<file path="config.mk">
export PLATFORM = sky130hd
export DESIGN_NAME = osc_fail_detector
export DESIGN_NICKNAME = d
export VERILOG_FILES = /design/src/rtl/ofd_pkg.sv /design/src/rtl/xtal_edge_sync.sv /design/src/rtl/ofd_enable_reg.sv /design/src/rtl/ofd_window_timer.sv /design/src/rtl/ofd_edge_tally.sv /design/src/rtl/osc_fail_detector.sv
export SDC_FILE = /design/constraint.sdc
export NUM_CORES = 1
export LEC_CHECK = 0
export ABC_AREA = 1
export ABC_CLOCK_PERIOD_IN_PS = 4450
export BUFFER_PORTS_ARGS = -buffer_cell sky130_fd_sc_hd__buf_2
export CORE_AREA = 2 2 55 52
export DETAILED_ROUTE_END_ITERATION = 6
export DIE_AREA = 0 0 57 54
export PLACE_DENSITY = 0.73
export SYNTH_ARGS = -nofsm -noshare
export SYNTH_HDL_FRONTEND = slang
export SYNTH_SLANG_ARGS = --single-unit
</file>
<file path="constraint.sdc">
create_clock -name ring_clk -period 4.45 [get_ports ring_clk]
set_clock_uncertainty 0.2 [all_clocks]
set_input_delay 0.6675 -clock ring_clk [delete_from_list [all_inputs] [get_ports ring_clk]]
set_output_delay 0.6675 -clock ring_clk [all_outputs]
set_load 0.05 [all_outputs]
</file>
<file path="src/rtl/ofd_pkg.sv">
package ofd_pkg;

  // Fewest edges a window must contain at the trip frequency.
  function automatic int unsigned min_edges(input longint unsigned ring_hz,
                                            input longint unsigned trip_hz,
                                            input longint unsigned win_len);
    longint unsigned prod;
    prod = (trip_hz * win_len) / ring_hz;
    return 32'(prod);
  endfunction

  // Verdict for one window: 1 means the crystal is judged failed.
  function automatic logic too_slow(input int unsigned seen,
                                    input int unsigned floor_v);
    return seen < floor_v;
  endfunction

endpackage

</file>
<file path="src/rtl/xtal_edge_sync.sv">
module xtal_edge_sync #(
  parameter int STAGES = 2
) (
  input  logic clk,
  input  logic pf_rst,
  input  logic xtal_in,
  output logic rise_pulse
);
  logic [STAGES:0] chain;

  always_ff @(posedge clk or posedge pf_rst) begin
    if (pf_rst) chain <= '0;
    else        chain <= {chain[STAGES-1:0], xtal_in};
  end

  assign rise_pulse = chain[STAGES-1] & ~chain[STAGES];
endmodule

</file>
<file path="src/rtl/ofd_enable_reg.sv">
module ofd_enable_reg (
  input  logic clk,
  input  logic pf_rst,
  input  logic en_set,
  input  logic en_clr,
  output logic en_q
);
  // Only the power-fail reset and a software clear can drop the flag.
  always_ff @(posedge clk or posedge pf_rst) begin
    if (pf_rst)      en_q <= 1'b0;
    else if (en_clr) en_q <= 1'b0;
    else if (en_set) en_q <= 1'b1;
  end
endmodule

</file>
<file path="src/rtl/ofd_window_timer.sv">
module ofd_window_timer #(
  parameter int WIN_LEN = 1024
) (
  input  logic clk,
  input  logic pf_rst,
  input  logic sys_rst,
  input  logic active,
  output logic win_end
);
  localparam int TW = (WIN_LEN > 1) ? $clog2(WIN_LEN) : 1;
  localparam logic [TW-1:0] LAST = TW'(WIN_LEN - 1);

  logic [TW-1:0] tick;

  always_ff @(posedge clk or posedge pf_rst) begin
    if (pf_rst)                 tick <= '0;
    else if (sys_rst || !active) tick <= '0;
    else if (tick == LAST)       tick <= '0;
    else                         tick <= tick + 1'b1;
  end

  assign win_end = active && (tick == LAST);
endmodule

</file>
<file path="src/rtl/ofd_edge_tally.sv">
module ofd_edge_tally #(
  parameter int WIN_LEN   = 1024,
  parameter int MIN_EDGES = 2
) (
  input  logic clk,
  input  logic pf_rst,
  input  logic sys_rst,
  input  logic active,
  input  logic rise_pulse,
  input  logic win_end,
  output logic fail_q,
  output logic discard_pend
);
  import ofd_pkg::*;

  localparam int CW = $clog2(WIN_LEN + 1);

  logic [CW-1:0] seen;
  logic [CW-1:0] total;
  logic          verdict;

  assign total   = seen + CW'(rise_pulse);
  assign verdict = too_slow(32'(total), MIN_EDGES);

  always_ff @(posedge clk or posedge pf_rst) begin
    if (pf_rst) begin
      seen         <= '0;
      discard_pend <= 1'b1;
      fail_q       <= 1'b0;
    end else if (sys_rst || !active) begin
      seen         <= '0;
      discard_pend <= 1'b1;
      fail_q       <= 1'b0;
    end else if (win_end) begin
      seen         <= '0;
      discard_pend <= 1'b0;
      if (!discard_pend) fail_q <= verdict;
    end else begin
      seen <= total;
    end
  end
endmodule

</file>
<file path="src/rtl/osc_fail_detector.sv">
module osc_fail_detector #(
  parameter longint unsigned RING_HZ  = 10_000_000,
  parameter longint unsigned TRIP_HZ  = 20_000,
  parameter int              WIN_LEN  = 1024,
  parameter int              SYNC_STG = 2
) (
  input  logic ring_clk,
  input  logic pf_rst,
  input  logic sys_rst,
  input  logic xtal_clk,
  input  logic en_set,
  input  logic en_clr,
  output logic osc_rst_req,
  output logic det_en
);
  import ofd_pkg::*;

  localparam int MIN_EDGES = int'(min_edges(RING_HZ, TRIP_HZ, 64'(WIN_LEN)));

  logic rise_pulse;
  logic win_end;
  logic discard_pend;

  xtal_edge_sync #(.STAGES(SYNC_STG)) u_sync (
    .clk(ring_clk), .pf_rst(pf_rst), .xtal_in(xtal_clk), .rise_pulse(rise_pulse)
  );

  ofd_enable_reg u_en (
    .clk(ring_clk), .pf_rst(pf_rst), .en_set(en_set), .en_clr(en_clr), .en_q(det_en)
  );

  ofd_window_timer #(.WIN_LEN(WIN_LEN)) u_timer (
    .clk(ring_clk), .pf_rst(pf_rst), .sys_rst(sys_rst), .active(det_en),
    .win_end(win_end)
  );

  ofd_edge_tally #(.WIN_LEN(WIN_LEN), .MIN_EDGES(MIN_EDGES)) u_tally (
    .clk(ring_clk), .pf_rst(pf_rst), .sys_rst(sys_rst), .active(det_en),
    .rise_pulse(rise_pulse), .win_end(win_end), .fail_q(osc_rst_req),
    .discard_pend(discard_pend)
  );
endmodule

</file>
Yosys cells after proc, flatten, opt, wreduce, memory -nomap -nowiden
Index checks and enable logic that the tools add are counted.
Widths: inputs -> output; s select.
Word-level totals
  output and inout bits: 2
  register bits: 27
  input port bits: 6
Cells by class
  mux-type cells: 11
  add/subtract/negate cells: 2
  order comparisons: 1
  bitwise operators: 2
  eq/ne operators: 2
  reductions and logical operators: 6
Operators by type and width (number)
  $mux 11: 2
  $mux 10: 2
  $add 11x1->11: 1
  $lt 11x2->1 const B: 1
  $add 10x1->10 const B: 1
  $eq 10x10->1 const B: 1
  $mux 1: 7
  $reduce_bool 2->1: 2
  $ne 2x2->1 const B: 1
  $reduce_and 2->1: 1
  $and 1x1->1: 1
  $logic_and 1x1->1: 1
  $logic_not 1->1: 1
  $logic_or 1x1->1: 1
  $not 1->1: 1

Depth between registers and ports, before layout
  depth after elaboration: 7
  gate-level depth with buffers: 13
  depth with buffers taken out: 13

Cells and area by module
A second synthesis with hierarchy kept.
Unflattened totals
  cells, all modules: 179
  area total of the unflattened synthesis: 1417.6 µm²
Modules (own cells, without submodules)
  ofd_edge_tally: seq. area each 326.6 µm², cells each 104, area an instance 755.7 µm², instances 1
  ofd_window_timer: seq. area each 250.2 µm², cells each 65, area an instance 536.8 µm², instances 1
  xtal_edge_sync: seq. area each 75.1 µm², cells each 6, area an instance 88.8 µm², instances 1
  ofd_enable_reg: seq. area each 25.0 µm², cells each 4, area an instance 36.3 µm², instances 1

Worst setup path before layout
OpenSTA, ideal clock, no wires.
  path kind: flip-flop to flip-flop
  from: reg u_sync.chain[2]
  to: reg u_tally.fail_q
  cell stages (with the launch flop): 11
  path slack: 2.642 ns
  setup time: 0.118 ns
  required time: 4.132 ns
  arrival: 1.489 ns
  cell sequence: dfrtp_1 -> nor2_1 -> ha_1 -> ha_1 -> nand2_1 -> nor2_1 -> nand3_1 -> o21bai_1 -> nand2_1 -> nand4_1 -> nand2_1
On the way
  longest elaborated chain between the ends: 7
Ends and longest elaborated chain
  start, declared: RTL line xtal_edge_sync.sv:9  | logic [STAGES:0] chain;
  start signal, assigned: RTL line xtal_edge_sync.sv:13  | else chain <= {chain[STAGES-1:0], xtal_in};
  $not 1->1: RTL line xtal_edge_sync.sv:16  | assign rise_pulse = chain[STAGES-1] & ~chain[STAGES];
  $and 1x1->1: RTL line xtal_edge_sync.sv:16
  $add 11x1->11: RTL line ofd_edge_tally.sv:22  | assign total = seen + CW'(rise_pulse);
  $lt 11x2->1: RTL line ofd_pkg.sv:15  | return seen < floor_v;
  $mux 1: RTL line ofd_edge_tally.sv:37  | if (!discard_pend) fail_q <= verdict;
  $mux 1: RTL line ofd_edge_tally.sv:34  | end else if (win_end) begin
  $mux 1: RTL line ofd_edge_tally.sv:30  | end else if (sys_rst || !active) begin
  end signal, assigned: RTL line ofd_edge_tally.sv:37
  end, declared: RTL line ofd_edge_tally.sv:11  | output logic fail_q,
No other way between the ends. The select of a mux whose other input is x is not followed.
A chain may end at the register's enable or synchronous reset.

Worst setup path in the final report
Ends and elaborated chain as after synthesis.

==> out/results.txt <==
total number of vias -> 988
CP Data Arrival Time -> 2060 ps
Layout Area Growth over Synthesis -> 6.93%
GRT Total Usage -> 0.165
Final setup viols -> 0
HPWL Detailed -> 1590 µm
Pins Over Slew Limit -> 0
dpl cell area -> 1380 µm²
gpl congestion -> 0.802
Clock Sinks -> 27
Slew headroom -> 0.327
most common cell in the netlist -> nand2_1
Worst-path clk slew -> 150 ps
Port Buffers -> 7
worst setup margin -> 2470 ps
Detailed Route Iter0 Violations -> 14
antenna diode count -> 0
H-tree levels -> 1
Worst-Skew Late Latency -> 330 ps
Warnings, synthesis -> 0
fin area -> 1410 µm²
# fillers -> 256
Initial Util -> 0.513
Required @ worst endpoint -> 4530 ps
placed cell count -> 198
Die Y -> 54 µm
final wirelength -> 2140 µm
fin cells -> 202
setup repair after global routing missed its margin -> false
die width -> 57 µm
CTS Buf Count -> 3
pre-CTS WS -> 2470 ps
fin nets -> 182
Yosys top cell by area -> dfrtp_1
Fin. Hold Viols -> 0
CP Class -> register to register
DR WL/cell -> 10.6 µm
sequential fraction of the synthesis area -> 0.514
flops & latches, synth -> 27
CTS tree -> built
Hold-fix buffers, CTS -> 0
CTS Buffer Depth -> 2
Area contributors post-synth -> dfrtp_1, nand2_1, nor2_1
Syn Nets -> 171
Post-DRT Antenna Nets -> 0
Synth cell types -> 21
syn avg cell area -> 8.13 µm²
r2r startpoint -> u_sync.chain[2]$_DFF_PP0_
Mapped Area -> 1320 µm²
vias in the first global route -> 960
GRT overflow -> 0
Crit Path Max Fanout -> 6
share of cells above drive strength 1 -> 0.110
hold path start -> u_sync.chain[0]$_DFF_PP0_
Vias/cell -> 4.89
Tmin final -> 1980 ps
largest net degree at the start of global routing -> 28
Final period util -> 0.445
HP Class -> register to register
FFs w/ async S/R, synth -> 1.00
crit path launch type -> register
Worst Setup End Kind -> register
Cells after Synth -> 162
worst vdd ir -> 0.000189 V
Tightest Pin Transition -> 1010 ps
Post-CTS Setup Bufs -> 0
number of flops mapped to enable cells by yosys -> 0
most common flop cell mapped by yosys -> dfrtp_1
share of the synthesized area in the top cell type -> 0.494
root buf cell -> clkbuf_4
post-CTS sizing -> 0
Power per Cell Area -> 270 nW/µm²
DIE AREA -> 3080 µm²
crit path launch -> u_sync.chain[2]$_DFF_PP0_
Max-Cap Viols -> 0
Post-route DRC -> 0
setup TNS -> 0 ps
internal reg-to-reg setup slack -> 2470 ps
commonest cells in the netlist -> nand2_1, nor2_1, dfrtp_1
status -> complete, no violations
first-pass GRT wire length -> 3840 µm
Core Region -> 2570 µm²
leak pwr -> 0.649 nW
row count -> 18
I/O pin cnt -> 8
initial antenna violation count -> 0
Fmax -> 505 MHz
Pre-antenna DRT Iters -> 4
## registers in the layout, summed over array words and instances, names as in the netlist
register	flops
u_tally.seen	11
u_tally.discard_pend	1
u_en.en_q	1
u_timer.tick	10
u_tally.fail_q	1
u_sync.chain	3
## final timing paths
path	cells past startpoint	endpoint
worst max-delay path	11	u_tally.fail_q$_DFFE_PP0P_
worst min-delay path	0	u_sync.chain[1]$_DFF_PP0_
worst max register to register	11	u_tally.fail_q$_DFFE_PP0P_
worst min register to register	0	u_sync.chain[1]$_DFF_PP0_
max in group asynchronous	2	u_sync.chain[2]$_DFF_PP0_
min in group asynchronous	2	u_timer.tick[1]$_DFF_PP0_
## final cells by class
| type | instances | area (µm²) | area share |
|---|---|---|---|
| flip-flops and latches | 27 | 677 | 0.480 |
| repair buffers | 7 | 35.0 | 0.0249 |
| well taps | 30 | 37.5 | 0.0266 |
| clock buffers | 3 | 22.5 | 0.0160 |
| multi-input cells | 111 | 543 | 0.385 |
| clock inverters | 1 | 7.51 | 0.00533 |
| inverters | 23 | 86.3 | 0.0613 |
## routing by layer
metal | vias to the layer above | GRT usage | part of all wire
met5 | - | 0 | 0
met4 | 0 | 0.0814 | 0.022
met3 | 5 | 0.0288 | 0.030
met2 | 17 | 0.291 | 0.46
met1 | 436 | 0.198 | 0.49
li1 | 530 | - | -
## cell usage in the layout, fill, tap and decap left out
master	Yosys	routed
nand2_1	38	38
nor2_1	30	30
dfrtp_1	26	26
inv_1	22	22
nand3_1	13	13
buf_2	0	7
a21oi_1	5	5
xor2_1	5	5
nand4_1	4	4
nor2_2	3	3
ha_1	3	3
clkbuf_4	0	3
o21bai_1	2	2
nor3_1	2	2
nand3_2	1	1
inv_2	1	1
nand2_2	1	1
nand2_4	1	1
o21ai_0	1	1
nor3b_1	1	1
o21a_1	1	1
clkinvlp_4	0	1
dfstp_2	1	1
## worst max-delay path, stage by stage (launching register included)
cell and delay (ps):
dfrtp_1 390, nor2_1 100, ha_1 200, ha_1 270
nand2_1 100, nor2_1 140, nand3_1 130, nand2_1 110
nand2_1 50, nor2_1 100, nand4_1 90, nand2_1 70
## kinds of logic (layout without fill, tap and decap cells)
group | after synthesis | count (layout) | share of synthesized area
XOR/XNOR | 5 | 5 | 0.0332
buffers and inverters | 24 | 34 | 0.0741
AND/OR/NAND/NOR | 94 | 94 | 0.311
AO/OA/AOI/OAI | 9 | 9 | 0.0399
adder cells (fa/ha/maj) | 3 | 3 | 0.0285
flip-flops | 27 | 27 | 0.514
## stage by stage
step                power (mW)  utilization  hold WS [ps]
detailed placement       0.279        0.537           137
global placement         0.279        0.537           135
global route             0.399        0.549           190
floorplan                0.273            -           131
CTS                      0.388        0.549           169
finish                   0.381        0.549           167
## report_power, final
group / switching [mW] / internal, mW / leakage [nW]
registers: 0.00185 / 0.250 / 0.364
logic: 0.0172 / 0.00536 / 0.272
clock network: 0.0722 / 0.0344 / 0.0139
total: 0.0913 / 0.289 / 0.649
(Power assumes the default switching activity.)
